**config.mk**
```make
export PLATFORM = sky130hd
export DESIGN_NAME = irq_coalesce_ctrl
export DESIGN_NICKNAME = d
export VERILOG_FILES = /design/src/rtl/irqc_pkg.sv /design/src/rtl/irqc_unit_tick.sv /design/src/rtl/irqc_status.sv /design/src/rtl/irqc_coalesce.sv /design/src/rtl/irqc_periodic.sv /design/src/rtl/irq_coalesce_ctrl.sv
export SDC_FILE = /design/constraint.sdc
export NUM_CORES = 1
export LEC_CHECK = 0
export ABC_AREA = 1
export ABC_CLOCK_PERIOD_IN_PS = 2450
export BUFFER_PORTS_ARGS = -buffer_cell sky130_fd_sc_hd__buf_2
export CAP_MARGIN = 30
export CORE_ASPECT_RATIO = 2
export CORE_MARGIN = 2
export CORE_UTILIZATION = 45
export CTS_CLUSTER_DIAMETER = 50
export DETAILED_ROUTE_END_ITERATION = 6
export PLACE_DENSITY = 0.74
export SYNTH_ARGS = -nofsm -noshare
export SYNTH_HDL_FRONTEND = slang
export SYNTH_SLANG_ARGS = --single-unit
```
**constraint.sdc**
```tcl
create_clock -name clk -period 2.45 [get_ports clk]
set_input_delay 0.1225 -clock clk [delete_from_list [all_inputs] [get_ports clk]]
set_output_delay 0.1225 -clock clk [all_outputs]
set_load 0.03 [all_outputs]
```
**src/rtl/irqc_pkg.sv**
```systemverilog
package irqc_pkg;
  localparam int DW = 32;
  localparam logic [1:0] A_STATUS = 2'd0;
  localparam logic [1:0] A_MASK   = 2'd1;
  localparam logic [1:0] A_DELAY  = 2'd2;
  localparam logic [1:0] A_PERIOD = 2'd3;

  localparam int C_BOOT  = 0;
  localparam int C_WAKE  = 1;
  localparam int C_SWRX  = 3;
  localparam int C_HOT   = 6;
  localparam int C_RFOFF = 7;
  localparam int C_SWERR = 25;
  localparam int C_SCHED = 26;
  localparam int C_TXDMA = 27;
  localparam int C_RXPER = 28;
  localparam int C_HWERR = 29;
  localparam int C_RXDMA = 31;

  localparam logic [DW-1:0] IMPL_MASK =
    (DW'(1) << C_BOOT)  | (DW'(1) << C_WAKE)  | (DW'(1) << C_SWRX)  |
    (DW'(1) << C_HOT)   | (DW'(1) << C_RFOFF) | (DW'(1) << C_SWERR) |
    (DW'(1) << C_SCHED) | (DW'(1) << C_TXDMA) | (DW'(1) << C_RXPER) |
    (DW'(1) << C_HWERR) | (DW'(1) << C_RXDMA);

  typedef enum logic [1:0] {ST_IDLE = 2'd0, ST_WAIT = 2'd1, ST_FIRE = 2'd2} coal_st_e;
endpackage

```
**src/rtl/irqc_unit_tick.sv**
```systemverilog
module irqc_unit_tick #(
  parameter int CYC_PER_US = 2,
  parameter int UNIT_US    = 32
) (
  input  logic clk,
  input  logic rst_n,
  input  logic restart_i,
  input  logic run_i,
  output logic unit_tick_o
);
  localparam int PW = (CYC_PER_US > 1) ? $clog2(CYC_PER_US) : 1;
  localparam int UW = (UNIT_US > 1) ? $clog2(UNIT_US) : 1;
  localparam logic [PW-1:0] PRE_MAX = PW'(CYC_PER_US - 1);
  localparam logic [UW-1:0] US_MAX  = UW'(UNIT_US - 1);

  logic [PW-1:0] pre_q, pre_d;
  logic [UW-1:0] us_q, us_d;
  logic          us_tick;

  assign us_tick     = run_i && (pre_q == PRE_MAX);
  assign unit_tick_o = us_tick && (us_q == US_MAX);

  always_comb begin
    pre_d = pre_q;
    us_d  = us_q;
    if (restart_i) begin
      pre_d = '0;
      us_d  = '0;
    end else if (us_tick) begin
      pre_d = '0;
      us_d  = (us_q == US_MAX) ? '0 : us_q + 1'b1;
    end else if (run_i) begin
      pre_d = pre_q + 1'b1;
    end
  end

  always_ff @(posedge clk or negedge rst_n) begin
    if (!rst_n) begin
      pre_q <= '0;
      us_q  <= '0;
    end else begin
      pre_q <= pre_d;
      us_q  <= us_d;
    end
  end
endmodule

```
**src/rtl/irqc_status.sv**
```systemverilog
module irqc_status
  import irqc_pkg::*;
(
  input  logic          clk,
  input  logic          rst_n,
  input  logic [DW-1:0] set_i,
  input  logic [DW-1:0] clr_i,
  output logic [DW-1:0] stat_o,
  output logic [DW-1:0] stat_nxt_o
);
  logic [DW-1:0] stat_q;

  for (genvar i = 0; i < DW; i++) begin : g_bit
    if (IMPL_MASK[i]) begin : g_impl
      assign stat_nxt_o[i] = set_i[i] | (stat_q[i] & ~clr_i[i]);
    end else begin : g_none
      assign stat_nxt_o[i] = 1'b0;
    end
  end

  always_ff @(posedge clk or negedge rst_n) begin
    if (!rst_n) stat_q <= '0;
    else        stat_q <= stat_nxt_o;
  end

  assign stat_o = stat_q;


  set_wins_chk: assert property (@(posedge clk) disable iff (!rst_n)
    1'b1 |=> ((stat_q & $past(set_i)) == ($past(set_i) & IMPL_MASK)));

  w1c_chk: assert property (@(posedge clk) disable iff (!rst_n)
    1'b1 |=> ((stat_q & $past(clr_i & ~set_i)) == '0));

  unimpl_zero_chk: assert property (@(posedge clk) disable iff (!rst_n)
    (stat_q & ~IMPL_MASK) == '0);
endmodule

```
**src/rtl/irqc_coalesce.sv**
```systemverilog
module irqc_coalesce
  import irqc_pkg::*;
#(
  parameter int CYC_PER_US = 2,
  parameter int UNIT_US    = 32
) (
  input  logic       clk,
  input  logic       rst_n,
  input  logic       pend_i,
  input  logic       pend_nxt_i,
  input  logic       hipri_i,
  input  logic [7:0] dly_i,
  output logic       irq_o
);
  coal_st_e   st_q, st_d;
  logic [7:0] rem_q, rem_d;
  logic       tick;

  irqc_unit_tick #(.CYC_PER_US(CYC_PER_US), .UNIT_US(UNIT_US)) u_tick (
    .clk         (clk),
    .rst_n       (rst_n),
    .restart_i   (st_q != ST_WAIT),
    .run_i       (st_q == ST_WAIT),
    .unit_tick_o (tick)
  );

  always_comb begin
    st_d  = st_q;
    rem_d = rem_q;
    unique case (st_q)
      ST_IDLE: begin
        rem_d = dly_i;
        if (pend_nxt_i) st_d = (dly_i == 8'd0 || hipri_i) ? ST_FIRE : ST_WAIT;
      end
      ST_WAIT: begin
        if (!pend_nxt_i)                            st_d = ST_IDLE;
        else if (hipri_i || (tick && rem_q == 8'd1)) st_d = ST_FIRE;
        else if (tick)                               rem_d = rem_q - 8'd1;
      end
      ST_FIRE: if (!pend_nxt_i) st_d = ST_IDLE;
      default: st_d = ST_IDLE;
    endcase
  end

  always_ff @(posedge clk or negedge rst_n) begin
    if (!rst_n) begin
      st_q  <= ST_IDLE;
      rem_q <= '0;
    end else begin
      st_q  <= st_d;
      rem_q <= rem_d;
    end
  end

  assign irq_o = (st_q == ST_FIRE);


  irq_needs_pend_chk: assert property (@(posedge clk) disable iff (!rst_n)
    irq_o |-> pend_i);

  zero_delay_chk: assert property (@(posedge clk) disable iff (!rst_n)
    (st_q == ST_IDLE && pend_nxt_i && dly_i == 8'd0) |=> irq_o);

  hipri_bypass_chk: assert property (@(posedge clk) disable iff (!rst_n)
    (hipri_i && pend_nxt_i) |=> irq_o);

  wait_hold_chk: assert property (@(posedge clk) disable iff (!rst_n)
    (st_q == ST_WAIT && !tick && !hipri_i) |=> !irq_o);
endmodule

```
**src/rtl/irqc_periodic.sv**
```systemverilog
module irqc_periodic #(
  parameter int CYC_PER_US = 2,
  parameter int UNIT_US    = 32
) (
  input  logic       clk,
  input  logic       rst_n,
  input  logic       restart_i,
  input  logic [7:0] per_i,
  output logic       evt_o
);
  logic [7:0] cnt_q, cnt_d;
  logic       tick, on, hit;

  assign on = (per_i != 8'd0);

  irqc_unit_tick #(.CYC_PER_US(CYC_PER_US), .UNIT_US(UNIT_US)) u_tick (
    .clk         (clk),
    .rst_n       (rst_n),
    .restart_i   (restart_i || !on),
    .run_i       (on),
    .unit_tick_o (tick)
  );

  assign hit   = tick && (cnt_q == per_i - 8'd1);
  assign evt_o = on && hit && !restart_i;

  always_comb begin
    cnt_d = cnt_q;
    if (restart_i || !on) cnt_d = '0;
    else if (hit)         cnt_d = '0;
    else if (tick)        cnt_d = cnt_q + 8'd1;
  end

  always_ff @(posedge clk or negedge rst_n) begin
    if (!rst_n) cnt_q <= '0;
    else        cnt_q <= cnt_d;
  end


  off_silent_chk: assert property (@(posedge clk) disable iff (!rst_n)
    (per_i == 8'd0) |-> !evt_o);
endmodule

```
**src/rtl/irq_coalesce_ctrl.sv**
```systemverilog
module irq_coalesce_ctrl
  import irqc_pkg::*;
#(
  parameter int         CYC_PER_US = 2,
  parameter int         UNIT_US    = 32,
  parameter logic [7:0] DLY_RST    = 8'h40
) (
  input  logic          clk,
  input  logic          rst_n,
  input  logic [DW-1:0] cause_pulse_i,
  input  logic          hipri_rx_i,
  input  logic          reg_wr_i,
  input  logic [1:0]    reg_addr_i,
  input  logic [DW-1:0] reg_wdata_i,
  output logic [DW-1:0] reg_rdata_o,
  output logic          host_irq_o
);
  logic [DW-1:0] mask_q, mask_d;
  logic [7:0]    dly_q, dly_d, per_q, per_d;
  logic [DW-1:0] set_vec, clr_vec, stat, stat_nxt;
  logic          per_evt, per_wr, hipri_m;

  assign per_wr  = reg_wr_i && (reg_addr_i == A_PERIOD);
  assign clr_vec = (reg_wr_i && reg_addr_i == A_STATUS) ? reg_wdata_i : '0;

  always_comb begin
    set_vec          = cause_pulse_i;
    set_vec[C_RXDMA] = cause_pulse_i[C_RXDMA] | hipri_rx_i;
    set_vec[C_RXPER] = cause_pulse_i[C_RXPER] | per_evt;
  end

  always_comb begin
    mask_d = mask_q;
    dly_d  = dly_q;
    per_d  = per_q;
    if (reg_wr_i) begin
      unique case (reg_addr_i)
        A_MASK:   mask_d = reg_wdata_i;
        A_DELAY:  dly_d  = reg_wdata_i[7:0];
        A_PERIOD: per_d  = reg_wdata_i[7:0];
        default:  ;
      endcase
    end
  end

  always_ff @(posedge clk or negedge rst_n) begin
    if (!rst_n) begin
      mask_q <= '0;
      dly_q  <= DLY_RST;
      per_q  <= '0;
    end else begin
      mask_q <= mask_d;
      dly_q  <= dly_d;
      per_q  <= per_d;
    end
  end

  irqc_status u_status (
    .clk        (clk),
    .rst_n      (rst_n),
    .set_i      (set_vec),
    .clr_i      (clr_vec),
    .stat_o     (stat),
    .stat_nxt_o (stat_nxt)
  );

  irqc_periodic #(.CYC_PER_US(CYC_PER_US), .UNIT_US(UNIT_US)) u_periodic (
    .clk       (clk),
    .rst_n     (rst_n),
    .restart_i (per_wr),
    .per_i     (per_q),
    .evt_o     (per_evt)
  );

  assign hipri_m = hipri_rx_i && mask_d[C_RXDMA];

  irqc_coalesce #(.CYC_PER_US(CYC_PER_US), .UNIT_US(UNIT_US)) u_coalesce (
    .clk        (clk),
    .rst_n      (rst_n),
    .pend_i     (|(stat & mask_q)),
    .pend_nxt_i (|(stat_nxt & mask_d)),
    .hipri_i    (hipri_m),
    .dly_i      (dly_q),
    .irq_o      (host_irq_o)
  );

  always_comb begin
    unique case (reg_addr_i)
      A_STATUS: reg_rdata_o = stat;
      A_MASK:   reg_rdata_o = mask_q;
      A_DELAY:  reg_rdata_o = {24'd0, dly_q};
      default:  reg_rdata_o = {24'd0, per_q};
    endcase
  end
endmodule

```
## Yosys cells after proc, flatten, opt, wreduce, memory -nomap -nowiden

Cells that the tools add are included.
W data, S select, Z words.

- Bits in writable memories: 0
- Flip-flop bits (word level): 89
- Output and inout bits: 33
- Bits of input ports: 70
- Latch bits: 0
- Memories: 0
- Word-level logic and storage cells: 130
- Bits in read-only memories: 0

- Multipliers: 0
- Bitwise operators: 36
- Shift-type cells: 0
- Eq/ne operators: 16
- $lt $le $gt $ge: 0
- Muxes and demuxes: 29
- Divide/modulo/power cells: 0
- Add/subtract/negate cells: 7
- Reductions and logical operators: 31

Operator list:

| kind | count |
|---|---|
| $mux W32 | 3 |
| $pmux W32 S3 | 1 |
| $mux W8 | 6 |
| $and A32 B32 Y32 | 1 |
| $reduce_or A32 Y1 | 1 |
| $mux W5 | 6 |
| $pmux W8 S2 | 1 |
| $sub A8 B1 Y8 const B | 2 |
| $or A1 B1 Y1 | 13 |
| $and A1 B1 Y1 | 11 |
| $logic_and A1 B1 Y1 | 11 |
| $not A1 Y1 | 11 |
| $add A5 B1 Y5 const B | 2 |
| $eq A5 B5 Y1 const B | 2 |
| $mux W2 | 5 |
| $reduce_bool A3 Y1 | 3 |
| $add A8 B1 Y8 const B | 1 |
| $eq A8 B1 Y1 const B | 1 |
| $eq A8 B8 Y1 | 1 |
| $logic_not A8 Y1 | 1 |
| $ne A2 B1 Y1 const B | 4 |
| $reduce_bool A8 Y1 | 1 |
| $eq A2 B2 Y1 const B | 3 |
| $mux W1 | 6 |
| other kinds (12) | 22 |

## Logic depth before layout (Yosys ltp)

- Depth after elaboration: 12
- Gate-level depth with buffers: 17
- Depth with buffers taken out: 17

## Hierarchy

Synthesis repeated with hierarchy kept, for this count alone.

- Cells, all modules: 946
- Area total of the unflattened synthesis: 6379.9 um^2

Modules (own cells, without submodules):

| module | sequential area each (um^2) | instances | area each (um^2) | cells an instance |
|---|---|---|---|---|
| irq_coalesce_ctrl | 1202.4 | 1 | 3263.1 | 488 |
| irqc_periodic | 200.2 | 1 | 842.1 | 147 |
| irqc_coalesce | 250.2 | 1 | 829.5 | 125 |
| irqc_status | 275.3 | 1 | 759.5 | 98 |
| irqc_unit_tick | 150.1 | 2 | 342.8 | 44 |

## Least setup slack after synthesis

No wires, ideal clock.

- Path type: reg-to-reg
- Start point: reg u_coalesce.u_tick.us_q[0]
- End point: reg u_coalesce.rem_q[5]
- Cell stages (with the launch flop): 12
- Setup time: 0.118 ns
- Data required time: 2.332 ns
- Clock period less this slack: 1.844 ns
- Slack: 0.606 ns
- Buffers on the path: 0
- Arrival time: 1.726 ns
- Path through: dfrtp_1 > ha_1 > nand2_1 > nor2_1 > ha_1 > inv_1 > o41ai_1 > nor3_2 > nand2_8 > nand2_4 > nand2_1 > nand2_1

- Word-level cells in the longest chain between the ends: 6
- Elaborated cells between the ends (all ways): 7
- Classes of those cells: eq/ne (3); reduce/logical (4)

RTL lines:

| what | line | RTL |
|---|---|---|
| start, declared | irqc_unit_tick.sv:17 | `logic [UW-1:0] us_q, us_d;` |
| start signal, assigned | irqc_unit_tick.sv:43 | `us_q <= us_d;` |
| $eq A5 B5 Y1 (*) | irqc_unit_tick.sv:21 | `assign unit_tick_o = us_tick && (us_q == US_MAX);` |
| $logic_and A1 B1 Y1 (*) | irqc_unit_tick.sv:21 |  |
| $logic_and A1 B1 Y1 | irqc_coalesce.sv:37 | `else if (hipri_i \|\| (tick && rem_q == 8'd1)) st_d = ST_FIRE;` |
| $logic_or A1 B1 Y1 | irqc_coalesce.sv:37 |  |
| $ne A2 B2 Y1 (no source line) | - |  |
| $reduce_and A4 Y1 (no source line) (*) | - |  |
| end signal, assigned | irqc_coalesce.sv:51 | `rem_q <= rem_d;` |
| end, declared | irqc_coalesce.sv:16 | `logic [7:0] rem_q, rem_d;` |

Mark *: on every way between the ends. The rest lies on a longest branch, timed or not.
A chain may end at the register's enable or synchronous reset.

## Final worst setup path

- Start point: reg per_q[0]
- End point: reg u_coalesce.rem_q[3]

- Word-level cells in the longest chain between the ends: 12
- Elaborated cells between the ends (all ways): 14
- Classes of those cells: add/sub (1); eq/ne (2); bitwise (3); reduce/logical (8)

RTL lines:

| what | line | RTL |
|---|---|---|
| start, declared | irq_coalesce_ctrl.sv:19 | `logic [7:0] dly_q, dly_d, per_q, per_d;` |
| start signal, assigned | irq_coalesce_ctrl.sv:54 | `per_q <= per_d;` |
| parallel branches: the longest is 4 deep, another holds $sub A8 B1 Y8 | - |  |
| $logic_and A1 B1 Y1 (*) (2 in series) | irqc_periodic.sv:25 | `assign evt_o = on && hit && !restart_i;` |
| $or A1 B1 Y1 (*) | irq_coalesce_ctrl.sv:29 | `set_vec[C_RXPER] = cause_pulse_i[C_RXPER] \| per_evt;` |
| $or A1 B1 Y1 (*) | irqc_status.sv:15 | `assign stat_nxt_o[i] = set_i[i] \| (stat_q[i] & ~clr_i[i]);` |
| net stat_nxt[28] | irq_coalesce_ctrl.sv:20 | `logic [DW-1:0] set_vec, clr_vec, stat, stat_nxt;` |
| $and A32 B32 Y32 (*) | irq_coalesce_ctrl.sv:81 | `.pend_nxt_i (\|(stat_nxt & mask_d)),` |
| $reduce_or A32 Y1 (*) | irq_coalesce_ctrl.sv:81 |  |
| $ne A2 B1 Y1 (no source line) (*) | - |  |
| $reduce_and A4 Y1 (no source line) (*) | - |  |

Mark *: on every way through the listed nets, which the timed path passes.

==> impl_metrics.json <==
{
  "synth-seq-area-share_pct": 47.1,
  "cts.sink_count": 89,
  "grt_antenna_before_repair": 0,
  "outcome": "complete, no violations",
  "ys_warn_count": 0,
  "setup_viol": 0,
  "synth_top_area_share_pct": 46.6,
  "area.sequential_um2": 2230,
  "fin_setup_tns_ns": 0,
  "cts_made_buffers": 9,
  "rows": 53,
  "grt_pass1_wl_um": 19000,
  "r2r_cells": 15,
  "min_period_ns": 2.20,
  "area_growth_pct": 21.3,
  "initial_utilization_pct": 45.7,
  "worstSetupEndpointType": "flip-flop",
  "fin_skew_ns": 0.00453,
  "fmax_mhz": 454,
  "grt_usage_pct": 20.6,
  "viasPerCell": 5.04,
  "avgSynthCellArea_um2": 7.66,
  "ys_top_cells_by_count": "nand2_1, inv_1, dfrtp_1",
  "crit_path_frequent_cell": "nand2_1",
  "crit_path_cell_trace": "inv_2 > ha_2 > nand2_1 > nand2_1 > nor2_1 > nand3_1 > nor2_1 > nand4_1 > nand2_1 > nand2_1 > nand2_4 > nand2_8 > nand2_4 > nand2_1 > nand2_1",
  "cts.clk_slew.worst_paths_ns": 0.07,
  "antennaDiodeCount": 0,
  "die_y_um": 149,
  "synth-async-reset-ratio_pct": 100,
  "worst_pin_slew_ns": 0.557,
  "antenna_left": 0,
  "grt_pass1_vias": 4057,
  "yosysMostFrequentCell": "nand2_1",
  "htree_levels": 3,
  "critPathRequiredTime_ns": 2.73,
  "synthCells": 617,
  "wl_per_cell_um": 12.9,
  "drt_iter0_markers": 451,
  "finalPower_mw": 4.63,
  "r2r_slack_ns": 0.25,
  "fp.dieW_um": 76.5,
  "crit_family": "simple AND/OR/NAND/NOR gates",
  "fin_cells": 859,
  "holdPathStages": 3,
  "grt_remaining_overflow": 0,
  "wirelength_um": 11100,
  "maxSlewViolCount": 0,
  "coreArea_um2": 10300,
  "hold_path_end": "u_status.stat_o[31]$_DFF_PN0_",
  "path_class": "flip-flop to flip-flop",
  "clockBufferDepth": 2,
  "numPortBuffers": 81,
  "rsz0062_at_grt": "no",
  "cts_setup_buffers": 0,
  "ys_ff_latch": 89,
  "crit_buf_inv": 1,
  "slowest_delay_ns": 0.41,
  "dp_hpwl_um": 8120,
  "synth_ff_type": "dfrtp_1",
  "synth_cell_types": 39,
  "hold_viol": 0,
  "numPlacedInstances": 831,
  "maxSlewHeadroom_pct": 62.8,
  "multi_input_area_um2": 2060,
  "fin_crit_sh_pct": 90.0,
  "n_fill_cell": 990,
  "holdCritStartpoint": "hipri_rx_i",
  "placed_area_um2": 5330,
  "worstPathMaxFanout": 9,
  "synth_nets": 696,
  "fp.dieArea_um2": 11400,
  "final_area_um2": 5740,
  "hold_path.class": "input pin to flip-flop",
  "cp-start-kind": "flip-flop",
  "ir_drop_mv": 0.490,
  "nNetsFinal": 796,
  "cts_tree": "done",
  "synth_top_area_cell": "dfrtp_1",
  "drive_above_1_share_pct": 17.9,
  "r2r-end": "u_coalesce.rem_q[3]$_DFFE_PN0P_",
  "crit_cells": 15,
  "first_pass_iters": 5,
  "crit_slowest_cell": "dfrtp_1",
  "power_leakage_nw": 2.98,
  "synth_top_cells_by_area": "dfrtp_1, nand2_1, inv_1",
  "clk_latency_ns": 0.34,
  "grt_max_degree": 48,
  "num_vias": 4328,
  "io_pins": 103,
  "maxCapViolCount": 0,
  "r2r-start": "per_q[0]$_DFFE_PN0P_",
  "drc_errors": 0,
  "crit_arrival_ns": 2.49,
  "gp_congestion": 0.842,
  "pwr_density_cell_nw_per_um2": 807,
  "synth_area_um2": 4730,
  "clock-root-buffer": "clkbuf_16",
  "finish.utilization_pct": 55.4,
  "synth_edf_count": 0
}
## report_power, final
part           leakage [nW]  internal, mW  switching [mW]
Combinational          1.78         0.483           0.911
Clock                 0.132         0.724           0.601
Sequential             1.06          1.73           0.183
Total                  2.98          2.93            1.70
## routing by layer
layer	share of wire, %	global-route usage [%]
met3	5.9	3.75
met1	45	28.5
met5	0	0
met4	1.3	6.45
met2	48	33.1
## sequential cells by signal, summed over array words and instances (netlist names), 2 cells and up
register                flops
dly_q                       8
per_q                       8
u_coalesce.u_tick.us_q      5
u_periodic.u_tick.us_q      5
u_coalesce.rem_q            8
mask_q                     32
u_periodic.cnt_q            8
u_status.stat_o            11
u_coalesce.st_q             2
## area by class of cell
cell class,instances,area share (%)
Multi-Input combinational cell,413,35.9
Inverter,103,6.74
Timing Repair Buffer,101,10.5
Tap cell,137,2.99
Clock buffer,10,4.17
Clock inverter,6,0.851
Sequential cell,89,38.9
## stage by stage
step / worst slack, ns / hold WS [ns]
floorplan: 0.606 / -0.173
global placement: 0.272 / 0.150
detailed placement: 0.155 / 0.149
CTS: 0.132 / 0.00258
global route: 0.0256 / 0.0277
finish: 0.245 / 0.0211
## how the worst max path moves through the flow
stage | from | endpoint
4_1_cts | per_q[0]$_DFFE_PN0P_ | u_coalesce.rem_q[3]$_DFFE_PN0P_
2_1_floorplan | u_coalesce.u_tick.us_q[0]$_DFFE_PN0P_ | u_coalesce.rem_q[5]$_DFFE_PN0P_
3_5_place_dp | per_q[0]$_DFFE_PN0P_ | u_coalesce.rem_q[3]$_DFFE_PN0P_
3_3_place_gp | per_q[0]$_DFFE_PN0P_ | u_coalesce.rem_q[0]$_DFFE_PN0P_
5_1_grt | per_q[0]$_DFFE_PN0P_ | u_coalesce.rem_q[4]$_DFFE_PN0P_
6_report | per_q[0]$_DFFE_PN0P_ | u_coalesce.rem_q[3]$_DFFE_PN0P_
## logic make-up (layout without fill, tap and decap cells)
logic type,count (synthesis),count (layout),share of synthesized area (%)
flops,89,89,47.1
buf+inv,115,220,9.32
xor+xnor,9,9,1.67
compound gates,115,115,14.2
simple gates,280,280,25.3
fa+ha+maj,9,9,2.38
## cell usage in the layout, fill, tap and decap left out, types with 3 or more instances in the layout
cell           synthesis  layout
inv_2                  2       3
buf_4                  0       8
o21ai_0               45      45
o2111ai_1              4       4
o22ai_1                8       8
a221oi_1               3       3
nand2_1              153     153
nand4_1                7       7
inv_1                100      99
clkinvlp_4             0       3
xnor2_1                3       3
o21ai_1               13      13
buf_2                  1      80
o221ai_1               3       3
or2_2                  5       5
a22o_1                 5       5
nand2_4                3       3
dfrtp_1               88      88
a21oi_1               24      24
nand3_1               30      30
xor2_1                 6       6
dlygate4sd3_1          0      12
ha_1                   9       8
o21ai_2                3       3
nor3_1                 3       3
clkbuf_16              0       9
nor2_1                70      70
## worst register-to-register path: cells and delay by family (launching register included)
kind | cells | cell delay [ns]
and+or+nand+nor | 13 | 1.30
DFF | 1 | 0.41
adders and majority gates | 1 | 0.30
buffers and inverters | 1 | 0.14
## timing repair
| action | 4_1_cts | 5_1_grt |
|---|---|---|
| endpoints found under the hold margin | 52 | 0 |
| endpoints found under the setup margin | 0 | 8 |
| hold buffers | 12 | 0 |
| gates resized for setup | 0 | 2 |
No activity file was read; power rests on OpenSTA's default activity.
